<file path="src/rtl/vga_tg_pkg.sv">
package vga_tg_pkg;

    // Default raster timing (pixels / lines)
    localparam int DEF_CW           = 10;
    localparam int DEF_H_ACTIVE     = 640;
    localparam int DEF_H_SYNC_START = 656;
    localparam int DEF_H_SYNC_END   = 720;
    localparam int DEF_H_TOTAL      = 800;
    localparam int DEF_V_ACTIVE     = 480;
    localparam int DEF_V_SYNC_START = 481;
    localparam int DEF_V_SYNC_END   = 484;
    localparam int DEF_V_TOTAL      = 497;
    localparam int DEF_SCAN_POS     = 90;

    typedef struct packed {
        logic run;
    } top_state_t;

endpackage

</file>
<file path="src/rtl/vga_axis_counter.sv">
module vga_axis_counter #(
    parameter int CW     = 10,
    parameter int TOTAL  = 800,
    parameter int SYNC_W = 64
) (
    input  logic          clk,
    input  logic          rst_n,
    input  logic          clr,
    input  logic          step,
    output logic [CW-1:0] cnt,
    output logic          wrap,
    output logic          in_sync
);
    localparam logic [CW-1:0] LAST  = CW'(TOTAL - 1);
    localparam logic [CW-1:0] SYN_W = CW'(SYNC_W);

    typedef struct packed {
        logic [CW-1:0] cnt;
    } axis_state_t;

    axis_state_t st_d, st_q;
    logic        at_last;

    always_comb begin
        st_d    = st_q;
        at_last = (st_q.cnt == LAST);
        if (clr) begin
            st_d.cnt = '0;
        end else if (step) begin
            st_d.cnt = at_last ? '0 : st_q.cnt + 1'b1;
        end
    end

    always_ff @(posedge clk or negedge rst_n) begin
        if (!rst_n) st_q <= '0;
        else        st_q <= st_d;
    end

    assign cnt     = st_q.cnt;
    assign wrap    = step && !clr && at_last;
    assign in_sync = (st_q.cnt < SYN_W);

endmodule

</file>
<file path="src/rtl/sync_first_vga_timer.sv">
module sync_first_vga_timer
    import vga_tg_pkg::*;
#(
    parameter int CW           = DEF_CW,
    parameter int H_ACTIVE     = DEF_H_ACTIVE,
    parameter int H_SYNC_START = DEF_H_SYNC_START,
    parameter int H_SYNC_END   = DEF_H_SYNC_END,
    parameter int H_TOTAL      = DEF_H_TOTAL,
    parameter int V_ACTIVE     = DEF_V_ACTIVE,
    parameter int V_SYNC_START = DEF_V_SYNC_START,
    parameter int V_SYNC_END   = DEF_V_SYNC_END,
    parameter int V_TOTAL      = DEF_V_TOTAL,
    parameter int SCAN_POS     = DEF_SCAN_POS
) (
    input  logic          clk,
    input  logic          rst_n,
    input  logic          run,
    input  logic          pix_en,
    output logic          hsync_n,
    output logic          vsync_n,
    output logic [CW-1:0] line_num,
    output logic          scan_req
);
    localparam int            H_SW   = H_SYNC_END - H_SYNC_START;
    localparam int            V_SW   = V_SYNC_END - V_SYNC_START;
    localparam logic [CW-1:0] SCAN_C = CW'(SCAN_POS);

    top_state_t    top_d, top_q;
    logic          h_step, h_wrap, h_sync, v_wrap, v_sync;
    logic [CW-1:0] hcnt_w, vcnt_w;

    always_comb begin
        top_d     = top_q;
        top_d.run = run;
    end

    always_ff @(posedge clk or negedge rst_n) begin
        if (!rst_n) top_q <= '0;
        else        top_q <= top_d;
    end

    assign h_step = run && top_q.run && pix_en;

    vga_axis_counter #(.CW(CW), .TOTAL(H_TOTAL), .SYNC_W(H_SW)) i_hcnt (
        .clk(clk), .rst_n(rst_n), .clr(!run), .step(h_step),
        .cnt(hcnt_w), .wrap(h_wrap), .in_sync(h_sync)
    );

    vga_axis_counter #(.CW(CW), .TOTAL(V_TOTAL), .SYNC_W(V_SW)) i_vcnt (
        .clk(clk), .rst_n(rst_n), .clr(!run), .step(h_wrap),
        .cnt(vcnt_w), .wrap(v_wrap), .in_sync(v_sync)
    );

    assign hsync_n  = !(top_q.run && h_sync);
    assign vsync_n  = !(top_q.run && v_sync);
    assign line_num = vcnt_w;
    assign scan_req = top_q.run && pix_en && (hcnt_w == SCAN_C);

endmodule

</file>
<file path="config.mk">
export PLATFORM = sky130hd
export DESIGN_NAME = sync_first_vga_timer
export DESIGN_NICKNAME = d
export VERILOG_FILES = /design/src/rtl/vga_tg_pkg.sv /design/src/rtl/vga_axis_counter.sv /design/src/rtl/sync_first_vga_timer.sv
export SDC_FILE = /design/constraint.sdc
export NUM_CORES = 1
export LEC_CHECK = 0
export BUFFER_PORTS_ARGS = -buffer_cell sky130_fd_sc_hd__buf_2
export CORE_AREA = 2 2 65 67
export CTS_CLUSTER_DIAMETER = 80
export DETAILED_ROUTE_END_ITERATION = 8
export DIE_AREA = 0 0 67 69
export PLACE_DENSITY = 0.5
export SYNTH_ARGS = -nofsm -noshare
export SYNTH_HDL_FRONTEND = slang
export SYNTH_SLANG_ARGS = --single-unit
</file>
<file path="constraint.sdc">
create_clock -name clk -period 1.9 [get_ports clk]
set_input_delay 0.285 -clock clk [delete_from_list [all_inputs] [get_ports clk]]
set_output_delay 0.285 -clock clk [all_outputs]
set_load 0.005 [all_outputs]
</file>
## Word level (Yosys, flattened, before mapping)

Cells that the tools add are included.

| storage, ports and cells | value |
|---|---|
| bits in registers | 21 |
| bits of input ports | 4 |
| output and inout bits | 13 |
| word-level logic and storage cells | 28 |

| operators by class | value |
|---|---|
| $add $sub $neg | 2 |
| order comparisons | 2 |
| eq/ne operators | 5 |
| multiplexer cells | 6 |
| reductions and logical operators | 10 |

Operator list:

| kind | count |
|---|---|
| $mux W10 | 6 |
| $add A10 B1 Y10 const B | 2 |
| $eq A10 B10 Y1 const B | 1 |
| $eq A10 B7 Y1 const B | 1 |
| $eq A10 B9 Y1 const B | 1 |
| $lt A10 B2 Y1 const B | 1 |
| $lt A10 B7 Y1 const B | 1 |
| $logic_and A1 B1 Y1 | 8 |
| $ne A2 B1 Y1 const B | 2 |
| $logic_not A1 Y1 | 2 |

## Depth between registers and ports, before layout

| depth | value |
|---|---|
| depth in word-level cells | 6 |
| mapped depth | 6 |
| mapped depth without buffers | 5 |

## By module

From an unflattened synthesis, not the netlist that was laid out.

| second synthesis, totals | value |
|---|---|
| cell total of the unflattened synthesis | 130 |
| area total of the unflattened synthesis | 1306.3 um^2 |

By module, submodules not included:

| module | instances | cells each | area each (um^2) | sequential area each (um^2) |
|---|---|---|---|---|
| vga_axis_counter (i_vcnt) | 1 | 62 | 629.4 | 250.2 |
| vga_axis_counter (i_hcnt) | 1 | 59 | 589.3 | 250.2 |
| sync_first_vga_timer | 1 | 9 | 87.6 | 25.0 |

## Worst setup path before layout

Ideal clock, no wire load.

| timing | value |
|---|---|
| kind | reg2reg |
| start point | register i_hcnt.st_q (netlist bit i_hcnt.cnt[0]) |
| end point | register i_vcnt.st_q (netlist bit i_vcnt.cnt[9]) |
| setup time | 126 ps |
| arrival | 1602 ps |
| required time | 1774 ps |
| setup slack | 172 ps |
| stages on the path, launching flop included | 6 |
| path buffers | 1 |
| clock period less this slack | 1728 ps |
| cells stage by stage | dfrtp_1 ha_1 nand4_4 o41a_1 buf_6 a221o_1 |

| on the way | value |
|---|---|
| longest elaborated chain between the ends | 3 |

RTL lines:

| what | line | text |
|---|---|---|
| start: declaration | vga_axis_counter.sv:21 | `axis_state_t st_d, st_q;` |
| start signal: assignment | vga_axis_counter.sv:36 | `else st_q <= st_d;` |
| $eq A10 B10 Y1 | vga_axis_counter.sv:26 | `at_last = (st_q.cnt == LAST);` |
| $logic_and A1 B1 Y1 | vga_axis_counter.sv:40 | `assign wrap = step && !clr && at_last;` |
| $ne A2 B1 Y1 (no line) | - |  |
| end signal: assignment | vga_axis_counter.sv:36 |  |
| end: declaration | vga_axis_counter.sv:21 |  |

No other way between the ends.
A chain may end at the register's enable or synchronous reset.

## Final worst setup path

| timing | value |
|---|---|
| start point | register i_vcnt.st_q (netlist bit i_vcnt.cnt[0]) |
| end point | output port vsync_n |

| on the way | value |
|---|---|
| longest elaborated chain between the ends | 3 |

RTL lines:

| what | line | text |
|---|---|---|
| $lt A10 B2 Y1 | vga_axis_counter.sv:41 | `assign in_sync = (st_q.cnt < SYN_W);` |
| $logic_and A1 B1 Y1 | sync_first_vga_timer.sv:55 | `assign vsync_n = !(top_q.run && v_sync);` |
| $logic_not A1 Y1 | sync_first_vga_timer.sv:55 |  |
| end: declaration | sync_first_vga_timer.sv:20 | `output logic vsync_n,` |

No other way between the ends.

==> flow_summary.yaml <==
sta:
  finalWorstPathRequiredPeriod_ps: 1780
  maxSlewViolCount: 0
  final_worst_path_period_share: 0.939
  report.final.hold_viol_count: 0
  setup-tns-final_ps: 0
  worstMarginPinSlew_ps: 482
  finalSetupViolations: 0
  maxSlewHeadroom: 0.679
  grt_setup_unrepaired: "no"
  maximum_clock_skew_at_final_layout_ps: 4.71
  maximum_clock_rate_ghz: 0.561
layout:
  highest_count_cells_in_the_layout_ignoring_fill_and_taps: "sky130_fd_sc_hd__dfrtp_1, sky130_fd_sc_hd__nand2_1, sky130_fd_sc_hd__buf_2"
  drive_above_1_share: 0.252
  most_common_library_cell_in_the_layout_ignoring_fill_and_taps: "sky130_fd_sc_hd__dfrtp_1"
  antenna_cells: 0
  seq_area_um2: 527
  nNetsFinal: 172
  n_fill_cell: 415
  multi_input_area_um2: 731
  syn_to_final_growth_pct: 18.4
  finalNonFillerCells: 213
floorplan:
  initial_core_util: 0.333
  die-area_um2: 4620
  core_um2: 3910
  dieWidth_um: 67
  rows: 23
  die-height_um: 69
  top_level_ports: 17
placement:
  placed_cells: 208
  finalWeightedCongestion: 0.808
  dp.final_hpwl_um: 2310
  buffer_ports.inserted: 16
worst_setup_path:
  arrival_time_reported_for_the_critical_path_endpoint_ps: 1500
  critPathKind: "reg2out"
  cp-end-kind: "primary output"
  timing.critical_path.required_ps: 1620
  critical_path.startpoint_type: "register"
  worstPathMaxFanout: 7
power:
  power.share.combinational: 0.063
  sequentialPowerShare: 0.571
  power-per-cell-area_nw_per_um2: 517
  power.share.switching: 0.229
  total_switching_power_w: 0.000183
  p_int_w: 0.000614
  vdd_ir_drop_max_v: 0.000319
  power.static_leakage_nw: 0.657
  p_clk_frac: 0.366
  total_power_w: 0.000797
detailed_routing:
  vias_per_cell: 5.55
  wl_per_cell_um: 14.4
  final_antenna_net_count: 0
  initialDrtViolationCount: 150
  detail_route.drc_violations: 0
  wl_um: 3070
  vias: 1183
  firstDrtPassIters: 4
cts:
  htreeDepth: 1
  clk_root_buffer_cell: "sky130_fd_sc_hd__clkbuf_8"
  clk_pin_slew_worst_paths_ps: 80
  tritoncts_clock_tree: "yes"
  clock-sinks: 21
  ctsLongestPathBuffers: 2
  clock_latency_ps: 260
  cts-buffers-inserted: 3
yosys:
  synth_top_cells_by_area: "sky130_fd_sc_hd__dfrtp_1, sky130_fd_sc_hd__nand2_1, sky130_fd_sc_hd__nand3_1"
  ys.warnings.count: 0
  synth_top_cell_area_share: 0.403
  yosysTopAreaCell: "sky130_fd_sc_hd__dfrtp_1"
  synth.ff_latch_count: 21
  postSynth.asyncResetShare: 1.00
  synth-edff-count: 0
  ys_types: 46
  synth_cells: 138
  avgSynthCellArea_um2: 9.44
  ys_seq_area_frac: 0.403
  syn-num-nets: 146
  synth-main-ff-cell: "sky130_fd_sc_hd__dfrtp_1"
  mappedNetlistArea_um2: 1300
global_route:
  grt_first_pass_wirelength_um: 5180
  grt_start_max_net_pins: 22
  globalRoute.totalOverflow: 0
  globalRouteTotalUtil: 0.140
  grt_pass1_vias: 1119
  grt_antenna_before_repair: 0
run_status:
  run_status: "finished clean"
hold_path:
  holdCritPathClass: "in2reg"
flow_run:
  max-cap-violations: 0
[final cells by class]
class / count / share of cell area
Sequential cell: 21 / 0.341
Inverter: 5 / 0.0122
Tap cell: 50 / 0.0406
Clock buffer: 3 / 0.0268
Clock inverter: 1 / 0.00324
Timing Repair Buffer: 26 / 0.102
Multi-Input combinational cell: 107 / 0.474
[metal layers]
| metal | share of wire | up-vias | GRT usage |
|---|---|---|---|
| li1 | - | 574 | - |
| met1 | 0.50 | 567 | 0.198 |
| met2 | 0.45 | 38 | 0.211 |
| met3 | 0.040 | 4 | 0.0228 |
| met4 | 0.0088 | 0 | 0.0522 |
| met5 | 0 | - | 0 |
[power groups by stage]
| stage | Combinational (W) | Sequential, W | Clock, W |
|---|---|---|---|
| floorplan | 0.0000244 | 0.000462 | 0 |
| global route | 0.0000557 | 0.000455 | 0.000321 |
| CTS | 0.0000511 | 0.000455 | 0.000300 |
| detailed placement | 0.0000495 | 0.000464 | 0 |
| finish | 0.0000504 | 0.000455 | 0.000292 |
| global placement | 0.0000495 | 0.000464 | 0 |
[flip-flops by register name, indices dropped and copies added, names as in the netlist]
name	count
top_q	1
i_hcnt.cnt	10
i_vcnt.cnt	10
[repair_timing]
action / CTS / global route
hold endpoints to repair: 21 / 0
gates resized for setup: 0 / 3
hold buffers: 1 / 0
setup endpoints to repair: 0 / 3
setup buffers: 0 / 0
[cells by family (layout without fill, tap and decap cells)]
family,after synthesis,after routing,share of synthesized area
simple gates,66,66,0.305
compound gates,35,35,0.198
flops,21,21,0.403
buf+inv,10,35,0.0413
fa+ha+maj,4,4,0.0384
xor+xnor,2,2,0.0135
[per-stage QoR]
stage	instance area, um^2	util	worst slack [ps]	hold WS [ps]
after global routing	1540	0.394	23.3	274
after detailed placement	1480	0.378	132	279
after floorplan	1300	-	172	-10.6
after global placement	1480	0.378	183	282
after CTS	1530	0.392	88.1	276
final	1540	0.394	117	282
[Yosys cell counts, types with 4 or more instances]
cell and n:
sky130_fd_sc_hd__dfrtp_1 21, sky130_fd_sc_hd__nand2_1 19, sky130_fd_sc_hd__nand3_1 12, sky130_fd_sc_hd__o21ai_0 10
sky130_fd_sc_hd__inv_1 5, sky130_fd_sc_hd__nor3_1 5, sky130_fd_sc_hd__ha_1 4, sky130_fd_sc_hd__nor2_1 4
sky130_fd_sc_hd__o211ai_1 4
[final timing paths]
path	startpoint	to	slack (ps)	cells past startpoint
max	i_vcnt.cnt[0]	vsync_n	120	4
max reg2reg	i_hcnt.cnt[0]	i_hcnt.cnt[5]	130	7
min reg2reg	i_hcnt.cnt[7]	i_hcnt.cnt[7]	570	1
min in group asynchronous	rst_n	i_hcnt.cnt[3]	510	2
min	run	top_q	280	1
max in group asynchronous	rst_n	i_vcnt.cnt[0]	1040	2
[critical path: stages, from the launching register on]
cell and delay (ps):
sky130_fd_sc_hd__dfrtp_2 450, sky130_fd_sc_hd__ha_1 260, sky130_fd_sc_hd__nor4b_1 300, sky130_fd_sc_hd__nand3_1 100, sky130_fd_sc_hd__buf_2 140
No activity file was read; power rests on OpenSTA's default activity.
